<file path="src/rtl/eep_host_pkg.sv">
`timescale 1ns/1ps
package eep_host_pkg;
  typedef enum logic [2:0] {
    CMD_READ  = 3'd0,
    CMD_WRITE = 3'd1,
    CMD_ERASE = 3'd2,
    CMD_ERAL  = 3'd3,
    CMD_WRAL  = 3'd4,
    CMD_EWEN  = 3'd5,
    CMD_EWDS  = 3'd6
  } cmd_e;

  typedef enum logic [2:0] {
    S_IDLE, S_SHIFT, S_GAP, S_POLL, S_TAIL
  } state_e;

  function automatic logic is_prog(input logic [2:0] c);
    return (c == CMD_WRITE) || (c == CMD_ERASE) || (c == CMD_ERAL) || (c == CMD_WRAL);
  endfunction
endpackage

</file>
<file path="src/rtl/eep_sk_gen.sv">
`timescale 1ns/1ps
module eep_sk_gen #(
  parameter int DIV = 4
) (
  input  logic clk_i,
  input  logic rst_ni,
  input  logic en_i,
  output logic sk_o,
  output logic rise_o,
  output logic fall_o
);
  localparam int CW = (DIV > 1) ? $clog2(DIV) : 1;

  logic [CW-1:0] cnt_q;
  logic          sk_q;
  logic          wrap;

  assign wrap   = en_i && (cnt_q == CW'(DIV-1));
  assign rise_o = wrap && !sk_q;
  assign fall_o = wrap && sk_q;
  assign sk_o   = sk_q;

  always_ff @(posedge clk_i or negedge rst_ni) begin
    if (!rst_ni) begin
      cnt_q <= '0;
      sk_q  <= 1'b0;
    end else if (!en_i) begin
      cnt_q <= '0;
      sk_q  <= 1'b0;
    end else if (wrap) begin
      cnt_q <= '0;
      sk_q  <= ~sk_q;
    end else begin
      cnt_q <= cnt_q + 1'b1;
    end
  end

  // clock level holds between divider wraps
  p_sk_hold_r7: assert property (@(posedge clk_i) disable iff (!rst_ni)
    (en_i && !wrap) |=> $stable(sk_q));
endmodule

</file>
<file path="src/rtl/eep_frame_build.sv">
`timescale 1ns/1ps
module eep_frame_build
  import eep_host_pkg::*;
#(
  parameter int ADDR_W  = 9,
  parameter int DATA_W  = 16,
  parameter int FRAME_W = 2 + ADDR_W + DATA_W,
  parameter int LEN_W   = $clog2(FRAME_W + 1)
) (
  input  logic [2:0]         cmd_i,
  input  logic               org16_i,
  input  logic [ADDR_W-1:0]  addr_i,
  input  logic [DATA_W-1:0]  wdata_i,
  output logic [FRAME_W-1:0] frame_o,
  output logic [LEN_W-1:0]   nbits_o
);
  localparam int HALF_W = DATA_W / 2;

  logic [1:0] opc, sub;
  logic       special, has_data;

  always_comb begin
    opc = 2'b00; sub = 2'b00; special = 1'b0; has_data = 1'b0;
    case (cmd_i)
      CMD_READ:  opc = 2'b10;
      CMD_WRITE: begin opc = 2'b01; has_data = 1'b1; end
      CMD_ERASE: opc = 2'b11;
      CMD_ERAL:  begin special = 1'b1; sub = 2'b10; end
      CMD_WRAL:  begin special = 1'b1; sub = 2'b01; has_data = 1'b1; end
      CMD_EWEN:  begin special = 1'b1; sub = 2'b11; end
      default:   begin special = 1'b1; sub = 2'b00; end
    endcase
  end

  logic [ADDR_W-1:0]  af8;
  logic [ADDR_W-2:0]  af16;
  logic [FRAME_W-1:0] f8, f16;

  assign af8  = special ? {sub, {(ADDR_W-2){1'b0}}} : addr_i;
  assign af16 = special ? {sub, {(ADDR_W-3){1'b0}}} : addr_i[ADDR_W-2:0];

  // frames are left aligned: start bit in the MSB
  assign f16 = {1'b1, opc, af16, has_data ? wdata_i : {DATA_W{1'b0}}};
  assign f8  = {1'b1, opc, af8, has_data ? wdata_i[HALF_W-1:0] : {HALF_W{1'b0}},
                {(HALF_W-1){1'b0}}};

  assign frame_o = org16_i ? f16 : f8;
  assign nbits_o = LEN_W'(3 + (org16_i ? ADDR_W-1 : ADDR_W)
                          + (has_data ? (org16_i ? DATA_W : HALF_W) : 0));
endmodule

</file>
<file path="src/rtl/ser_eeprom_host.sv">
`timescale 1ns/1ps
module ser_eeprom_host
  import eep_host_pkg::*;
#(
  parameter int ADDR_W     = 9,
  parameter int DATA_W     = 16,
  parameter int CNT_W      = 8,
  parameter int CLK_DIV    = 4,
  parameter int CS_LOW_CYC = 8,
  parameter int POLL_MAX   = 100000
) (
  input  logic              clk_i,
  input  logic              rst_ni,
  input  logic              start_i,
  input  logic [2:0]        cmd_i,
  input  logic              org16_i,
  input  logic [ADDR_W-1:0] addr_i,
  input  logic [DATA_W-1:0] wdata_i,
  input  logic [CNT_W-1:0]  nwords_i,
  output logic [DATA_W-1:0] rdata_o,
  output logic              rvalid_o,
  output logic              done_o,
  output logic              err_o,
  output logic              cs_o,
  output logic              sk_o,
  output logic              di_o,
  input  logic              do_i
);
  localparam int FRAME_W = 2 + ADDR_W + DATA_W;
  localparam int LEN_W   = $clog2(FRAME_W + 1);
  localparam int HALF_W  = DATA_W / 2;
  localparam int BIT_W   = $clog2(DATA_W);
  localparam int GAP_W   = $clog2(CS_LOW_CYC + 1);
  localparam int POLL_W  = $clog2(POLL_MAX + 1);

  state_e             state_q;
  logic [2:0]         cmd_q;
  logic               org_q;
  logic [FRAME_W-1:0] tx_q, frame;
  logic [LEN_W-1:0]   tx_left_q, nbits;
  logic [BIT_W-1:0]   bit_q;
  logic [CNT_W-1:0]   words_q;
  logic [DATA_W-2:0]  rx_q;
  logic [DATA_W-1:0]  rdata_q;
  logic               rvalid_q, done_q, err_q, cs_q;
  logic [GAP_W-1:0]   gap_q;
  logic [POLL_W-1:0]  poll_q;
  logic               sk_rise, sk_fall, last_bit;

  eep_frame_build #(.ADDR_W(ADDR_W), .DATA_W(DATA_W), .FRAME_W(FRAME_W), .LEN_W(LEN_W))
  u_frame (
    .cmd_i(cmd_i), .org16_i(org16_i), .addr_i(addr_i), .wdata_i(wdata_i),
    .frame_o(frame), .nbits_o(nbits)
  );

  eep_sk_gen #(.DIV(CLK_DIV)) u_sk (
    .clk_i(clk_i), .rst_ni(rst_ni), .en_i(state_q == S_SHIFT),
    .sk_o(sk_o), .rise_o(sk_rise), .fall_o(sk_fall)
  );

  assign last_bit = bit_q == (org_q ? BIT_W'(DATA_W-1) : BIT_W'(HALF_W-1));

  always_ff @(posedge clk_i or negedge rst_ni) begin
    if (!rst_ni) begin
      state_q   <= S_IDLE;
      cmd_q     <= '0;
      org_q     <= 1'b0;
      tx_q      <= '0;
      tx_left_q <= '0;
      bit_q     <= '0;
      words_q   <= '0;
      rx_q      <= '0;
      rdata_q   <= '0;
      rvalid_q  <= 1'b0;
      done_q    <= 1'b0;
      err_q     <= 1'b0;
      cs_q      <= 1'b0;
      gap_q     <= '0;
      poll_q    <= '0;
    end else begin
      done_q   <= 1'b0;
      rvalid_q <= 1'b0;
      case (state_q)
        S_IDLE: if (start_i) begin
          cmd_q   <= cmd_i;
          org_q   <= org16_i;
          err_q   <= 1'b0;
          words_q <= (nwords_i == '0) ? CNT_W'(1) : nwords_i;
          bit_q   <= '0;
          rx_q    <= '0;
          gap_q   <= '0;
          poll_q  <= '0;
          if (cmd_i > 3'(CMD_EWDS)) begin
            err_q   <= 1'b1;
            state_q <= S_TAIL;
          end else begin
            tx_q      <= frame;
            tx_left_q <= nbits;
            cs_q      <= 1'b1;
            state_q   <= S_SHIFT;
          end
        end
        S_SHIFT: if (sk_fall) begin
          tx_q <= tx_q << 1;
          if (tx_left_q != '0) tx_left_q <= tx_left_q - 1'b1;
          if (tx_left_q == LEN_W'(1) && cmd_q != CMD_READ) begin
            cs_q    <= 1'b0;
            state_q <= is_prog(cmd_q) ? S_GAP : S_TAIL;
          end else if (tx_left_q == '0) begin
            // tx_left_q == 1 on a read is the dummy bit: nothing captured
            rx_q <= {rx_q[DATA_W-3:0], do_i};
            if (last_bit) begin
              rdata_q  <= {rx_q, do_i};
              rvalid_q <= 1'b1;
              rx_q     <= '0;
              bit_q    <= '0;
              words_q  <= words_q - 1'b1;
              if (words_q == CNT_W'(1)) begin
                cs_q    <= 1'b0;
                state_q <= S_TAIL;
              end
            end else begin
              bit_q <= bit_q + 1'b1;
            end
          end
        end
        S_GAP: if (gap_q == GAP_W'(CS_LOW_CYC-1)) begin
          gap_q   <= '0;
          cs_q    <= 1'b1;
          state_q <= S_POLL;
        end else begin
          gap_q <= gap_q + 1'b1;
        end
        S_POLL: if (do_i) begin
          cs_q    <= 1'b0;
          state_q <= S_TAIL;
        end else if (poll_q == POLL_W'(POLL_MAX-1)) begin
          err_q   <= 1'b1;
          cs_q    <= 1'b0;
          state_q <= S_TAIL;
        end else begin
          poll_q <= poll_q + 1'b1;
        end
        S_TAIL: if (gap_q == GAP_W'(CS_LOW_CYC-1)) begin
          gap_q   <= '0;
          done_q  <= 1'b1;
          state_q <= S_IDLE;
        end else begin
          gap_q <= gap_q + 1'b1;
        end
        default: state_q <= S_IDLE;
      endcase
    end
  end

  assign cs_o     = cs_q;
  assign di_o     = cs_q & tx_q[FRAME_W-1];
  assign rdata_o  = rdata_q;
  assign rvalid_o = rvalid_q;
  assign done_o   = done_q;
  assign err_o    = err_q;

  p_sk_low_when_deselected_r1: assert property (@(posedge clk_i) disable iff (!rst_ni)
    !cs_o |-> !sk_o);
  p_di_steady_sk_high_r1: assert property (@(posedge clk_i) disable iff (!rst_ni)
    (sk_o && $past(sk_o)) |-> $stable(di_o));
  p_rvalid_only_read_r5: assert property (@(posedge clk_i) disable iff (!rst_ni)
    rvalid_o |-> (cmd_q == CMD_READ));
  p_err_cleared_on_accept_r9: assert property (@(posedge clk_i) disable iff (!rst_ni)
    (state_q == S_IDLE && start_i && cmd_i <= 3'(CMD_EWDS)) |=> !err_o);
  p_cmd_frozen_busy_r10: assert property (@(posedge clk_i) disable iff (!rst_ni)
    (state_q != S_IDLE) |=> ($stable(cmd_q) && $stable(org_q)));
  p_done_one_cycle_r11: assert property (@(posedge clk_i) disable iff (!rst_ni)
    done_o |=> !done_o);
  p_done_deselected_r11: assert property (@(posedge clk_i) disable iff (!rst_ni)
    done_o |-> !cs_o);
endmodule

</file>
<file path="config.mk">
export PLATFORM = sky130hd
export DESIGN_NAME = ser_eeprom_host
export DESIGN_NICKNAME = d
export VERILOG_FILES = /design/src/rtl/eep_host_pkg.sv /design/src/rtl/eep_sk_gen.sv /design/src/rtl/eep_frame_build.sv /design/src/rtl/ser_eeprom_host.sv
export SDC_FILE = /design/constraint.sdc
export NUM_CORES = 1
export LEC_CHECK = 0
export BUFFER_PORTS_ARGS = -buffer_cell sky130_fd_sc_hd__buf_4
export CORE_MARGIN = 3
export CORE_UTILIZATION = 59
export CTS_CLUSTER_SIZE = 16
export DETAILED_ROUTE_END_ITERATION = 10
export PLACE_DENSITY = 0.83
export SYNTH_ARGS = -nofsm -noshare
export SYNTH_HDL_FRONTEND = slang
export SYNTH_SLANG_ARGS = --single-unit
export TNS_END_PERCENT = 1
</file>
<file path="constraint.sdc">
create_clock -name clk_i -period 3 [get_ports clk_i]
set_input_delay 0.15 -clock clk_i [delete_from_list [all_inputs] [get_ports clk_i]]
set_output_delay 0.15 -clock clk_i [all_outputs]
set_load 0.01 [all_outputs]
</file>
# After elaboration in Yosys (flattened, before gate mapping)
# Index checks and enable logic that the tools add are counted.
# word_totals
reg_bits,110
output_inout_bits,22
# op_classes
addsub,8
n_eq_ne,36
muxes,86
n_bitwise,3
order_cmp,1
n_reduce_logical,30
# op_table
op,count
$mux 27,3
$mux 15,5
$mux 8,8
$pmux 27 s2,1
$mux 17,3
$mux 3,12
$pmux 17 s2,1
$mux 5,6
$pmux 15 s2,1
$mux 4,7
$ne 2x2->1 const B,13
$mux 1,25
$mux 24,1
$eq 3x2->1 const B,6
$add 17x1->17 const B,1
$eq 17x17->1 const B,1
$mux 16,1
$pmux 4 s2,2
$pmux 8 s2,1
$pmux 3 s5,1
$reduce_and 5->1,3
$eq 3x3->1 const B,4
$ne 3x3->1 const B,4
$pmux 2 s3,2
other kinds (36),52

# Longest topological paths before layout
# Gate-level depths: netlist of the first run.
# logic_depth
ltp_word,8
ltp_mapped,9
depth_no_buf,7

# By module
# A second synthesis of the first run with hierarchy kept.
# unflattened
cells_unflattened,611
area_unflattened_um2,5914.4
# by_module_without_submodules
mod,n_inst,area_per_inst_um2,cells_each
ser_eeprom_host,1,5293.8,531
eep_frame_build,1,485.5,69
eep_sk_gen,1,135.1,11

# Least setup slack after synthesis of the first run
# OpenSTA, ideal clock, no wires.
# synth_path
path_kind,register -> register
startpoint,register tx_left_q[0]
endpoint,register rdata_q[10] (netlist: rdata_o[10])
setup_ns,0.125
n_path_buf,2
path_stages_with_launch,9
setup_slack_ns,0.877
synth_period_minus_slack_ns,2.123
t_arrival_ns,1.998
required_time_ns,2.875
path_cell_list,dfrtp_1 > inv_1 > ha_1 > nor4b_2 > nand4b_1 > or3_4 > buf_6 > buf_6 > mux2_4
# synth_via
elab_chain_cells,4
# synth_lines
element,line_no,text
start: declaration,ser_eeprom_host.sv:40,"logic [LEN_W-1:0] tx_left_q, nbits;"
start signal: assignment,ser_eeprom_host.sv:98,tx_left_q <= nbits;
start signal: assignment,ser_eeprom_host.sv:105,if (tx_left_q != '0) tx_left_q <= tx_left_q - 1'b1;
$eq 5x1->1,ser_eeprom_host.sv:106,if (tx_left_q == LEN_W'(1) && cmd_q != CMD_READ) begin
$logic_and 1x1->1,ser_eeprom_host.sv:106,
$not 1->1 (no source line),--,
$reduce_and 5->1 (no source line) (*),--,
end signal: assignment,ser_eeprom_host.sv:113,"rdata_q <= {rx_q, do_i};"
end: declaration,ser_eeprom_host.sv:44,logic [DATA_W-1:0] rdata_q;
# Every way passes the cells marked *; elsewhere a longest branch is shown, timed or not.
# A chain may end at the register's enable or synchronous reset.

# Worst setup path in the final report of the first run
# layout_path
startpoint,register state_q[0]
endpoint,register tx_left_q[4]
# layout_via
elab_chain_cells,5
# layout_lines
element,line_no,text
start: declaration,ser_eeprom_host.sv:36,state_e state_q;
start signal: assignment,ser_eeprom_host.sv:108,state_q <= is_prog(cmd_q) ? S_GAP : S_TAIL;
$eq 3x1->1,"ser_eeprom_host.sv:57, ser_eeprom_host.sv:83",
$logic_and 1x1->1,eep_sk_gen.sv:18,assign wrap = en_i && (cnt_q == CW'(DIV-1));
$logic_and 1x1->1,eep_sk_gen.sv:20,assign fall_o = wrap && sk_q;
$ne 2x2->1 (no source line),--,
$reduce_and 5->1 (no source line),--,
# Parallel ways exist; a longest one is shown, timed or not.

==> results.txt, run 1 <==
----------------------------------------------------
[Run status]
  Status ... finished clean

[Synthesis]
  Number of warnings printed during yosys synthesis ... 0
  Net Count, Synth ... 656
  Distinct cell type count of the synthesized netlist ... 57
  Area share of fa/ha/maj cells after synthesis ... 0.0199
  Count leader, synth ... sky130_fd_sc_hd__dfrtp_1
  Multiplexer share of the synthesized area ... 0.0682
  Avg Inst Size Synth ... 9.32 um^2
  Simple-gate area share of the yosys netlist ... 0.196
  Share of the synthesized area in compound gates (AO/OA/AOI/OAI) ... 0.163
  Proportion of netlist area held by the largest area contributor ... 0.487
  Mapped Area ... roughly 5600 um^2
  Count of mapped cells out of synthesis ... just over 600
  Main combinational cell family by area after synthesis ... simple AND/OR/NAND/NOR gates
  Largest area contributor in the synthesized netlist ... sky130_fd_sc_hd__dfrtp_1
  Fraction of synthesized cell area in xor and xnor cells ... 0.0248
  FFs w/ async S/R, synth ... 1.00
  Most area-consuming cells after synthesis ... sky130_fd_sc_hd__dfrtp_1 49%, sky130_fd_sc_hd__a21oi_1 5.2%, sky130_fd_sc_hd__nand2_1 4.7%
  Top FF cell, synth ... sky130_fd_sc_hd__dfrtp_1
  Synth Register Bits ... 110
  Post-synth EDFFs ... 0
  Cell types with the highest counts after synthesis ... 110 x sky130_fd_sc_hd__dfrtp_1, 71 x sky130_fd_sc_hd__nand2_1, 69 x sky130_fd_sc_hd__nor2_1, 59 x sky130_fd_sc_hd__a21oi_1, 43 x sky130_fd_sc_hd__o21ai_0
  Post-synthesis sequential area ratio ... 0.487

[CTS]
  TritonCTS clock tree ... built
  Post-CTS clock slew at the launch and capture registers of the worst setup and hold paths ... 0.10 ns
  Post-CTS Setup Bufs ... 0
  Maximum buffer depth of the clock tree ... 2
  Root cell of the clock tree ... sky130_fd_sc_hd__clkbuf_8
  Num CTS Buffers ... 9
  Number of sinks on the clock net ... 110
  # H-tree levels ... 3
  Clock Latency Late Sink ... 0.37 ns

[Setup path]
  Required time of the critical path ... roughly 3.3 ns
  Worst reg2reg startpoint ... state_q[0]$_DFFE_PN0P_
  CP delay by family, top ... compound AO/OA/AOI/OAI gates
  Crit path max-delay cell type ... sky130_fd_sc_hd__dfrtp_1
  Crit path buf inv count ... 0
  Startpoint kind of the worst setup timing path ... flip-flop
  Maximum cell stage delay along the critical path ... 0.77 ns
  Data arrival time at the worst-slack endpoint ... about 2.6 ns
  End of the worst register-to-register path ... tx_left_q[4]$_DFFE_PN0P_
  Nature of the critical path endpoint ... flip-flop
  Cells along the critical path ... nor3b_4, o21ai_0, a32o_1, a221o_1
  Crit Path Max Fanout ... 22
  Path type of the worst setup path ... flip-flop to flip-flop
  Slack of the worst reg-to-reg path ... 0.63 ns
  Register-to-Register Path Depth ... 4

[Power]
  P per Cell Area ... 594 nW/um^2
  Final Power ... 3.81 mW
  Maximum ir drop on the vdd rail ... 0.000360 V
  Leakage ... 2.82 nW

[Placement]
  Dpl hpwl ... 8200 um
  Total of buffers placed on input and output ports ... 62
  Dpl ws ... roughly 0.42 ns
  Final GP Congestion ... 0.864
  Post-placement cell count ... approximately 770

[Hold path]
  Worst hold path class ... input port to flip-flop
  Worst Hold Launch ... wdata_i[0]
  Worst hold endpoint ... tx_q[0]$_DFFE_PN0P_
  WHS Path Cells ... 3

[Floorplanning]
  Starting density of the core ... 0.608
  Rows ... 35
  Die outline width ... 104 um
  Die Footprint ... 10800 um^2
  Die Span Y ... 104 um
  Core footprint ... 9280 um^2
  Num ports ... 63

[Route]
  Post-DR wirelength/cell ... 15.3 um
  Violation count after the first detailed-routing iteration ... 311
  Number of detailed-routing iterations run before antenna repair ... 5
  Average vias per placed instance ... 5.87
  Number of remaining DRC errors ... 0
  Final antenna-violating net count ... 0
  Count of vias placed by the detailed router ... 4602
  Aggregate routed wire length ... 12000 um

[STA]
  Final WS setup ... 0.627 ns
  Max-slew violation count ... 0
  Worst-Margin Slew ... between 0.8 and 0.9 ns
  Setup repair after global routing missed its margin ... false
  Final critical-path required period ... between 2 and 2.5 ns
  Number of failing hold endpoints at the final stage ... 0
  Max-Slew Margin vs Limit ... 0.437
  Setup skew after layout ... 0.00730 ns
  Fmax ... approximately 0.42 GHz
  Final setup fails ... 0
  Period Utilization, post-route ... 0.791
  Accumulated negative setup slack ... 0 ns

[GRT]
  Wire length of the first global-routing pass ... 21000 um
  Remaining global-route overflow ... 0
  Vias in the first global route ... 4516
  Total routing usage reported by global routing ... 0.231
  Number of antenna violations at the first check in global routing ... 0
  Largest net degree at the start of global routing ... 60

[Layout]
  Combined flip-flop and latch cell area ... 2750 um^2
  Final nets ... 700
  Area growth, synth to finish ... 13.6%
  Total inserted antenna cells ... 0
  Layout cell share with drive strength beyond 1 ... 0.174
  Filler Cell Count ... 764
  Area occupied by multi-input gates ... 2680 um^2
  Non-filler instance count after layout ... approximately 780

[Run]
  Maximum capacitance violations ... 0

----------------------------------------------------
==> flip-flops by register name, indices dropped and copies added, names as in the netlist <==
signal and cells:
org_q 1, done_o 1, rdata_o 16, tx_q 27, tx_left_q 5, u_sk.sk_o 1, gap_q 4, cmd_q 3
u_sk.cnt_q 2, bit_q 4, rx_q 15, state_q 3, cs_o 1, rvalid_o 1, words_q 8, poll_q 17
err_o 1
==> timing repair <==
| item | 4_1_cts | 5_1_grt |
|---|---|---|
| hold buffers | 1 | 0 |
| endpoints found under the hold margin | 51 | 0 |
| gates resized for setup | 0 | 1 |
| endpoints found under the setup margin | 0 | 1 |
==> layer usage <==
layer	global-route usage	up-vias	part of all wire
met4	0.0674	0	0.015
met5	0	-	0
met3	0.0492	21	0.037
met1	0.300	2248	0.43
li1	-	2216	-
met2	0.392	117	0.52
==> per-stage QoR <==
stage	area, um^2	utilization	hold slack, ns
2_1_floorplan	5650	-	-0.146
3_3_place_gp	6170	0.665	0.230
3_5_place_dp	6170	0.665	0.229
4_1_cts	6410	0.691	0.0307
5_1_grt	6420	0.691	0.0264
6_report	6420	0.691	0.0421
==> how the worst max path moves through the flow <==
stage,start,end,depth (start not counted)
after floorplan,tx_left_q[0]$_DFFE_PN0P_,rdata_o[10]$_DFFE_PN0P_,8
after global placement,poll_q[0]$_DFFE_PN0P_,poll_q[5]$_DFFE_PN0P_,6
after detailed placement,poll_q[0]$_DFFE_PN0P_,poll_q[5]$_DFFE_PN0P_,6
after CTS,poll_q[0]$_DFFE_PN0P_,poll_q[5]$_DFFE_PN0P_,6
after global routing,state_q[0]$_DFFE_PN0P_,rx_q[13]$_DFFE_PN0P_,6
final,state_q[0]$_DFFE_PN0P_,tx_left_q[4]$_DFFE_PN0P_,4
==> where the power goes <==
part           switching [mW]  leakage, nW  total, mW  internal, mW
registers               0.182         1.37       1.91          1.73
clock network           0.506        0.115       1.01         0.501
logic                   0.506         1.33      0.889         0.383
==> cell type report <==
cell class                 instances  share of cell area
clock buffer                      10              0.0215
multi-input combinational        445               0.418
clock inverter                     6              0.0144
timing repair buffer              70              0.0842
sequential                       110               0.429
inverter                          14             0.00819
tap                              129              0.0252
==> cell usage in the layout (no fill, tap or decap), drive strengths merged, types with 5 or more instances in the layout <==
cell type / count
a22oi: 10
inv: 16
a31oi: 6
mux2: 17
or3: 8
nor2: 69
a21oi: 60
ha: 9
nor3: 25
nand2: 71
nor2b: 5
nand4: 5
nand3: 16
xnor2: 5
clkbuf: 10
o21ai: 44
buf: 69
xor2: 11
dfrtp: 110
o211ai: 5
mux2i: 16
==> worst min-delay path, cell delays in order <==
cell and delay (ns):
sky130_fd_sc_hd__buf_4 0.08, sky130_fd_sc_hd__nand3_1 0.06, sky130_fd_sc_hd__o21ai_0 0.08
==> cell families after synthesis <==
family                     count (synthesis)
and+or+nand+nor                          234
muxes                                     33
buffers and inverters                     51
DFF                                      110
AOI/OAI and AO/OA                        153
xor gates and xnor gates                  16
adders and majority gates                  9
(Power assumes the default switching activity.)
==> run 2, diff against run 1 <==
Clock period 3 ns to 2.35 ns, I/O delays scaled along.
==> results.txt, run 2 (same netlist as run 1, synthesis figures left out) <==
----------------------------------------------------
[Run status]
  Status ... finished clean (unchanged)

[Floorplanning]
  Num ports ... 63 (unchanged)
  Die Footprint ... 10800 um^2 (unchanged)
  Rows ... 35 (unchanged)
  Die Span Y ... 104 um (unchanged)
  Starting density of the core ... 0.608 (unchanged)
  Core footprint ... 9280 um^2 (unchanged)
  Die outline width ... 104 um (unchanged)

[CTS]
  # H-tree levels ... 3 (unchanged)
  Num CTS Buffers ... 9 (unchanged)
  Number of sinks on the clock net ... 110 (unchanged)
  TritonCTS clock tree ... built (unchanged)
  Post-CTS clock slew at the launch and capture registers of the worst setup and hold paths ... 0.11 ns (was 0.10 ns)
  Maximum buffer depth of the clock tree ... 2 (unchanged)
  Root cell of the clock tree ... sky130_fd_sc_hd__clkbuf_8 (unchanged)
  Clock Latency Late Sink ... 0.38 ns (was 0.37 ns)
  Post-CTS Setup Bufs ... 0 (unchanged)

[Hold path]
  WHS Path Cells ... 3 (unchanged)
  Worst Hold Launch ... cmd_i[2] (was wdata_i[0])
  Worst hold endpoint ... cmd_q[2]$_DFFE_PN0P_ (was tx_q[0]$_DFFE_PN0P_)
  Worst hold path class ... input port to flip-flop (unchanged)

[STA]
  Fmax ... 0.462 GHz (was 0.421 GHz)
  Final setup fails ... 0 (unchanged)
  Setup skew after layout ... 0.0113 ns (was 0.00730 ns)
  Max-slew violation count ... 0 (unchanged)
  Setup repair after global routing missed its margin ... false (unchanged)
  Number of failing hold endpoints at the final stage ... 0 (unchanged)
  Worst-Margin Slew ... 0.620 ns (was 0.844 ns)
  Worst hold margin ... 0.0179 ns (was 0.0421 ns)
  Max-Slew Margin vs Limit ... 0.587 (was 0.437)
  Period Utilization, post-route ... 0.920 (was 0.791)
  Final critical-path required period ... 2.16 ns (was 2.37 ns)
  Accumulated negative setup slack ... 0 ns (unchanged)

[Layout]
  Max reg flops ... 27 (unchanged)
  Reg with most FFs ... tx_q (unchanged)
  Top library cells by usage in the layout, fill and taps aside ... 110 x sky130_fd_sc_hd__dfrtp_1, 79 x sky130_fd_sc_hd__buf_4, 71 x sky130_fd_sc_hd__nand2_1 (was 110 x sky130_fd_sc_hd__dfrtp_1, 71 x sky130_fd_sc_hd__nand2_1, 69 x sky130_fd_sc_hd__nor2_1)
  Most common cell after layout, fill and taps aside ... sky130_fd_sc_hd__dfrtp_1 (unchanged)
  Layout cell share with drive strength beyond 1 ... 0.188 (was 0.174)
  Filler Cell Count ... 740 (was 764)
  Area growth, synth to finish ... 15.6% (was 13.6%)
  Non-filler instance count after layout ... 800 (was 784)
  Total inserted antenna cells ... 0 (unchanged)
  Final nets ... 716 (was 700)

[Placement]
  Post-placement cell count ... 780 (was 767)
  Total of buffers placed on input and output ports ... 62 (unchanged)
  Dpl hpwl ... 8490 um (was 8200 um)
  Final GP Congestion ... 0.903 (was 0.864)

[Setup path]
  Data arrival time at the worst-slack endpoint ... 2.44 ns (was 2.64 ns)
  Worst reg2reg startpoint ... tx_left_q[0]$_DFFE_PN0P_ (was state_q[0]$_DFFE_PN0P_)
  Launch point of the critical path ... tx_left_q[0]$_DFFE_PN0P_ (was state_q[0]$_DFFE_PN0P_)
  Crit Path Max Fanout ... 5 (was 22)
  Crit path buf inv count ... 2 (was 0)
  Slack of the worst reg-to-reg path ... 0.19 ns (was 0.63 ns)
  End of the worst register-to-register path ... state_q[2]$_DFFE_PN0P_ (was tx_left_q[4]$_DFFE_PN0P_)
  CP delay by family, top ... simple AND/OR/NAND/NOR gates (was compound AO/OA/AOI/OAI gates)
  Maximum cell stage delay along the critical path ... 0.44 ns (was 0.77 ns)
  Required time of the critical path ... 2.63 ns (was 3.26 ns)
  Register-to-Register Path Depth ... 8 (was 4)
  Cells along the critical path ... inv_1, ha_1, nor4b_2, buf_4, nand2_1, nor4_1, o21ai_1, o41ai_1 (was nor3b_4, o21ai_0, a32o_1, a221o_1)
  Crit path max-delay cell type ... sky130_fd_sc_hd__dfrtp_1 (unchanged)
  Startpoint kind of the worst setup timing path ... flip-flop (unchanged)
  Nature of the critical path endpoint ... flip-flop (unchanged)
  Path type of the worst setup path ... flip-flop to flip-flop (unchanged)

[Power]
  Net Sw Frac ... 0.331 (was 0.314)
  Combinational Power Share ... 0.245 (was 0.233)
  Internal power consumption ... 3.14 mW (was 2.61 mW)
  Switching power of the nets ... 1.55 mW (was 1.19 mW)
  Relative contribution of sequential cells to total power ... 0.519 (was 0.502)
  P per Cell Area ... 719 nW/um^2 (was 594 nW/um^2)
  Maximum ir drop on the vdd rail ... 0.000524 V (was 0.000360 V)
  Leakage ... 2.88 nW (was 2.82 nW)
  Clock group share of total power ... 0.236 (was 0.264)

[Route]
  Number of detailed-routing iterations run before antenna repair ... 5 (unchanged)
  Count of vias placed by the detailed router ... 4608 (was 4602)
  Violation count after the first detailed-routing iteration ... 262 (was 311)
  Number of remaining DRC errors ... 0 (unchanged)
  Final antenna-violating net count ... 0 (unchanged)
  Aggregate routed wire length ... 12200 um (was 12000 um)
  Post-DR wirelength/cell ... 15.2 um (was 15.3 um)
  Average vias per placed instance ... 5.76 (was 5.87)

[GRT]
  Wire length of the first global-routing pass ... 21000 um (about the same)
  Remaining global-route overflow ... 0 (unchanged)
  Total routing usage reported by global routing ... 0.234 (was 0.231)
  Number of antenna violations at the first check in global routing ... 0 (unchanged)
  Largest net degree at the start of global routing ... 56 (was 60)
  Vias in the first global route ... 4591 (was 4516)

[Run]
  Maximum capacitance violations ... 0 (unchanged)

----------------------------------------------------
## run 2: tightest hold or removal path: stages
cell and delay [ns]:
sky130_fd_sc_hd__buf_4 0.15, sky130_fd_sc_hd__nand2_1 0.06, sky130_fd_sc_hd__nand2_1 0.04
## run 2: through the flow
step	total power, mW	utilization	instance area, um^2	worst slack, ns
floorplan	3.22	-	5650	0.227
global placement	3.54	0.678	6290	0.340
detailed placement	3.61	0.678	6290	0.228
CTS	4.73	0.703	6530	0.181
global route	5.01	0.703	6530	0.0329
finish	4.69	0.703	6530	0.187
## run 2: final cells by class
cell class                 instances  area (um^2)  share of cell area
sequential                       110         2750               0.422
inverter                          14         52.6             0.00805
multi-input combinational        445         2670               0.410
tap                              129          161              0.0247
clock buffer                       9          124              0.0190
clock inverter                     7         68.8              0.0105
timing repair buffer              86          693               0.106
## run 2: power by group through the flow
stage                     Clock (mW)  Sequential (mW)  Combinational, mW
after floorplan                    0             2.41              0.806
after global placement             0             2.45               1.09
after detailed placement           0             2.47               1.15
after CTS                       1.14             2.44               1.15
after global routing            1.21             2.48               1.32
final                           1.11             2.44               1.15
## run 2: what timing repair did
| action | 4_1_cts | 5_1_grt |
|---|---|---|
| hold endpoints to repair | 48 | 0 |
| hold buffers | 4 | 0 |
| gates resized for setup | 0 | 0 |
## run 2: worst max path at each step
| stage | cells after the start | slack [ns] | end |
|---|---|---|---|
| 2_1_floorplan | 8 | 0.23 | rdata_o[10]$_DFFE_PN0P_ |
| 3_3_place_gp | 6 | 0.34 | rdata_o[6]$_DFFE_PN0P_ |
| 3_5_place_dp | 8 | 0.23 | state_q[2]$_DFFE_PN0P_ |
| 4_1_cts | 8 | 0.18 | state_q[2]$_DFFE_PN0P_ |
| 5_1_grt | 8 | 0.03 | state_q[2]$_DFFE_PN0P_ |
| 6_report | 8 | 0.19 | state_q[2]$_DFFE_PN0P_ |
## run 2: per-layer routing
| layer | GRT usage | share of wire | vias up |
|---|---|---|---|
| li1 | - | - | 2251 |
| met1 | 0.298 | 0.44 | 2217 |
| met2 | 0.399 | 0.51 | 125 |
| met3 | 0.0555 | 0.044 | 15 |
| met4 | 0.0646 | 0.011 | 0 |
| met5 | 0 | 0 | - |
==> run 3, diff against run 2 <==
Settings changed: BUFFER_PORTS_ARGS -buffer_cell sky130_fd_sc_hd__buf_4 to unset, CORE_UTILIZATION 59 to 64, DONT_BUFFER_PORTS set to 1.
==> results.txt, run 3 (same netlist as run 1, synthesis figures left out) <==
----------------------------------------------------
[Run status]
  Status ... complete, but fails checks (was finished clean)
  Violated checks ... hold timing

[Setup path]
  End of the worst register-to-register path ... state_q[2]$_DFFE_PN0P_ (unchanged)
  Slack of the worst reg-to-reg path ... 0.17 ns (was 0.19 ns)
  Startpoint kind of the worst setup timing path ... flip-flop (unchanged)
  Crit path max-delay cell type ... sky130_fd_sc_hd__dfrtp_1 (unchanged)
  Path type of the worst setup path ... flip-flop to flip-flop (unchanged)
  Data arrival time at the worst-slack endpoint ... 2.45 ns (was 2.44 ns)
  Worst reg2reg startpoint ... poll_q[0]$_DFFE_PN0P_ (was tx_left_q[0]$_DFFE_PN0P_)
  Nature of the critical path endpoint ... flip-flop (unchanged)
  Launch point of the critical path ... poll_q[0]$_DFFE_PN0P_ (was tx_left_q[0]$_DFFE_PN0P_)
  Crit Path Max Fanout ... 5 (unchanged)
  CP delay by family, top ... compound AO/OA/AOI/OAI gates (was simple AND/OR/NAND/NOR gates)
  Required time of the critical path ... 2.63 ns (about the same)
  Crit path buf inv count ... 0 (was 2)
  Maximum cell stage delay along the critical path ... 0.43 ns (was 0.44 ns)
  Register-to-Register Path Depth ... 6 (was 8)
  Cells along the critical path ... ha_1, nand3_1, or3_1, o21ai_0, o21ai_1, o41ai_1 (was inv_1, ha_1, nor4b_2, buf_4, nand2_1, nor4_1, o21ai_1, o41ai_1)

[Route]
  Average vias per placed instance ... 6.14 (was 5.76)
  Final antenna-violating net count ... 0 (unchanged)
  Number of detailed-routing iterations run before antenna repair ... 6 (was 5)
  Aggregate routed wire length ... 11600 um (was 12200 um)
  Post-DR wirelength/cell ... 16.0 um (was 15.2 um)
  Number of remaining DRC errors ... 0 (unchanged)
  Count of vias placed by the detailed router ... 4446 (was 4608)
  Violation count after the first detailed-routing iteration ... 291 (was 262)

[CTS]
  Number of sinks on the clock net ... 110 (unchanged)
  Root cell of the clock tree ... sky130_fd_sc_hd__clkbuf_8 (unchanged)
  TritonCTS clock tree ... built (unchanged)
  # H-tree levels ... 3 (unchanged)
  Number of buffers added to fix hold violations after cts ... 17 (was 4)
  Num CTS Buffers ... 9 (unchanged)
  Clock Latency Late Sink ... 0.38 ns (about the same)
  Maximum buffer depth of the clock tree ... 2 (unchanged)
  Post-CTS Setup Bufs ... 0 (unchanged)
  Post-CTS clock slew at the launch and capture registers of the worst setup and hold paths ... 0.11 ns (about the same)

[Power]
  Switching power of the nets ... 1.48 mW (was 1.55 mW)
  Net Sw Frac ... 0.324 (was 0.331)
  P per Cell Area ... 745 nW/um^2 (was 719 nW/um^2)
  Relative contribution of sequential cells to total power ... 0.536 (was 0.519)
  Combinational Power Share ... 0.219 (was 0.245)
  Clock group share of total power ... 0.245 (was 0.236)
  Maximum ir drop on the vdd rail ... 0.000561 V (was 0.000524 V)
  Leakage ... 2.62 nW (was 2.88 nW)
  Internal power consumption ... 3.09 mW (was 3.14 mW)

[STA]
  Max-Slew Margin vs Limit ... 0.588 (was 0.587)
  Final WS setup ... 0.175 ns (was 0.187 ns)
  Period Utilization, post-route ... 0.926 (was 0.920)
  Setup skew after layout ... 0.0114 ns (was 0.0113 ns)
  Accumulated negative setup slack ... 0 ns (unchanged)
  Final critical-path required period ... 2.18 ns (was 2.16 ns)
  Max-slew violation count ... 0 (unchanged)
  Setup repair after global routing missed its margin ... false (unchanged)
  Final setup fails ... 0 (unchanged)
  Number of failing hold endpoints at the final stage ... 110 (was 0)
  Worst hold margin ... -0.580 ns (was 0.0179 ns)
  Worst-Margin Slew ... 0.618 ns (was 0.620 ns)
  Fmax ... 0.460 GHz (was 0.462 GHz)

[Floorplanning]
  Core footprint ... 8380 um^2 (was 9280 um^2)
  Die Footprint ... 9990 um^2 (was 10800 um^2)
  Rows ... 33 (was 35)
  Num ports ... 63 (unchanged)
  Die Span Y ... 99.9 um (was 104 um)
  Die outline width ... 99.9 um (was 104 um)
  Starting density of the core ... 0.674 (was 0.608)

[Placement]
  Dpl hpwl ... 7760 um (was 8490 um)
  Final GP Congestion ... 0.912 (was 0.903)
  Post-placement cell count ... 691 (was 780)
  Dpl ws ... 0.261 ns (was 0.228 ns)
  Total of buffers placed on input and output ports ... 0 (was 62)

[Layout]
  Top library cells by usage in the layout, fill and taps aside ... 110 x sky130_fd_sc_hd__dfrtp_1, 71 x sky130_fd_sc_hd__nand2_1, 69 x sky130_fd_sc_hd__nor2_1 (was 110 x sky130_fd_sc_hd__dfrtp_1, 79 x sky130_fd_sc_hd__buf_4, 71 x sky130_fd_sc_hd__nand2_1)
  Final nets ... 664 (was 716)
  Non-filler instance count after layout ... 724 (was 800)
  Max reg flops ... 27 (unchanged)
  Most common cell after layout, fill and taps aside ... sky130_fd_sc_hd__dfrtp_1 (unchanged)
  Area growth, synth to finish ... 8.62% (was 15.6%)
  Total inserted antenna cells ... 0 (unchanged)
  Layout cell share with drive strength beyond 1 ... 0.0985 (was 0.188)
  Reg with most FFs ... tx_q (unchanged)

[GRT]
  Remaining global-route overflow ... 0 (unchanged)
  Total routing usage reported by global routing ... 0.243 (was 0.234)
  Vias in the first global route ... 4233 (was 4591)
  Largest net degree at the start of global routing ... 111 (was 56)
  Number of antenna violations at the first check in global routing ... 0 (unchanged)
  Wire length of the first global-routing pass ... 19700 um (was 21000 um)

[Hold path]
  Worst hold path class ... input port to async pin (was input port to flip-flop)

[Run]
  Maximum capacitance violations ... 0 (unchanged)

----------------------------------------------------
run 3: changes by cell type in the layout (fill, tap and decap cells not counted):
cell                            delta
sky130_fd_sc_hd__dlygate4sd3_1    +13
sky130_fd_sc_hd__buf_12            -1
sky130_fd_sc_hd__clkinv_8          +1
sky130_fd_sc_hd__clkinvlp_4        -2
sky130_fd_sc_hd__inv_8             -1
sky130_fd_sc_hd__buf_4            -64
sky130_fd_sc_hd__inv_6             +3
sky130_fd_sc_hd__clkinv_4          -1
run 3: area by class of cell:
type / instances / area [um^2]
Inverter: 14 / 52.6
Tap cell: 105 / 131
Multi-Input combinational cell: 445 / 2670
Sequential cell: 110 / 2750
Clock buffer: 9 / 124
Clock inverter: 7 / 76.3
Fill cell: 600 / 2250
Timing Repair Buffer: 34 / 323
run 3: worst max path at each step:
stage | end | slack, ns | cells after the start
4_1_cts | state_q[2]$_DFFE_PN0P_ | 0.21 | 6
3_5_place_dp | state_q[2]$_DFFE_PN0P_ | 0.26 | 6
6_report | state_q[2]$_DFFE_PN0P_ | 0.17 | 6
2_1_floorplan | rdata_o[10]$_DFFE_PN0P_ | 0.23 | 8
3_3_place_gp | words_q[7]$_DFFE_PN0P_ | 0.35 | 6
5_1_grt | state_q[2]$_DFFE_PN0P_ | 0.04 | 6
run 3: through the flow:
stage               total power [mW]  utilization  area, um^2
floorplan                       3.22            -        5650
global placement                3.38        0.688        5760
detailed placement              3.45        0.688        5760
CTS                             4.60        0.732        6130
global route                    4.85        0.732        6130
finish                          4.57        0.732        6130
run 3: worst reg2reg max path, delay by kind of cell (launching register included):
kind	cells	cell delay, ns
flip-flops	1	0.43
AND/OR/NAND/NOR	2	0.59
AO/OA/AOI/OAI	3	0.86
adder cells (fa/ha/maj)	1	0.20
run 3: layer usage:
metal  global-route usage  wire length (um)
met4               0.0798               203
met1                0.312              5020
met3               0.0479               562
met2                0.413              5770
met5                    0                 0
run 3: what timing repair did:
item	4_1_cts	5_1_grt
setup endpoints to repair	0	0
endpoints found under the hold margin	134	110
gates resized for setup	0	0
run 3: power groups by stage:
| stage | clock network [mW] | registers (mW) | logic [mW] |
|---|---|---|---|
| detailed placement | 0 | 2.48 | 0.967 |
| finish | 1.12 | 2.45 | 0.999 |
| CTS | 1.15 | 2.45 | 0.996 |
| global placement | 0 | 2.46 | 0.914 |
| floorplan | 0 | 2.41 | 0.806 |
| global route | 1.21 | 2.49 | 1.15 |
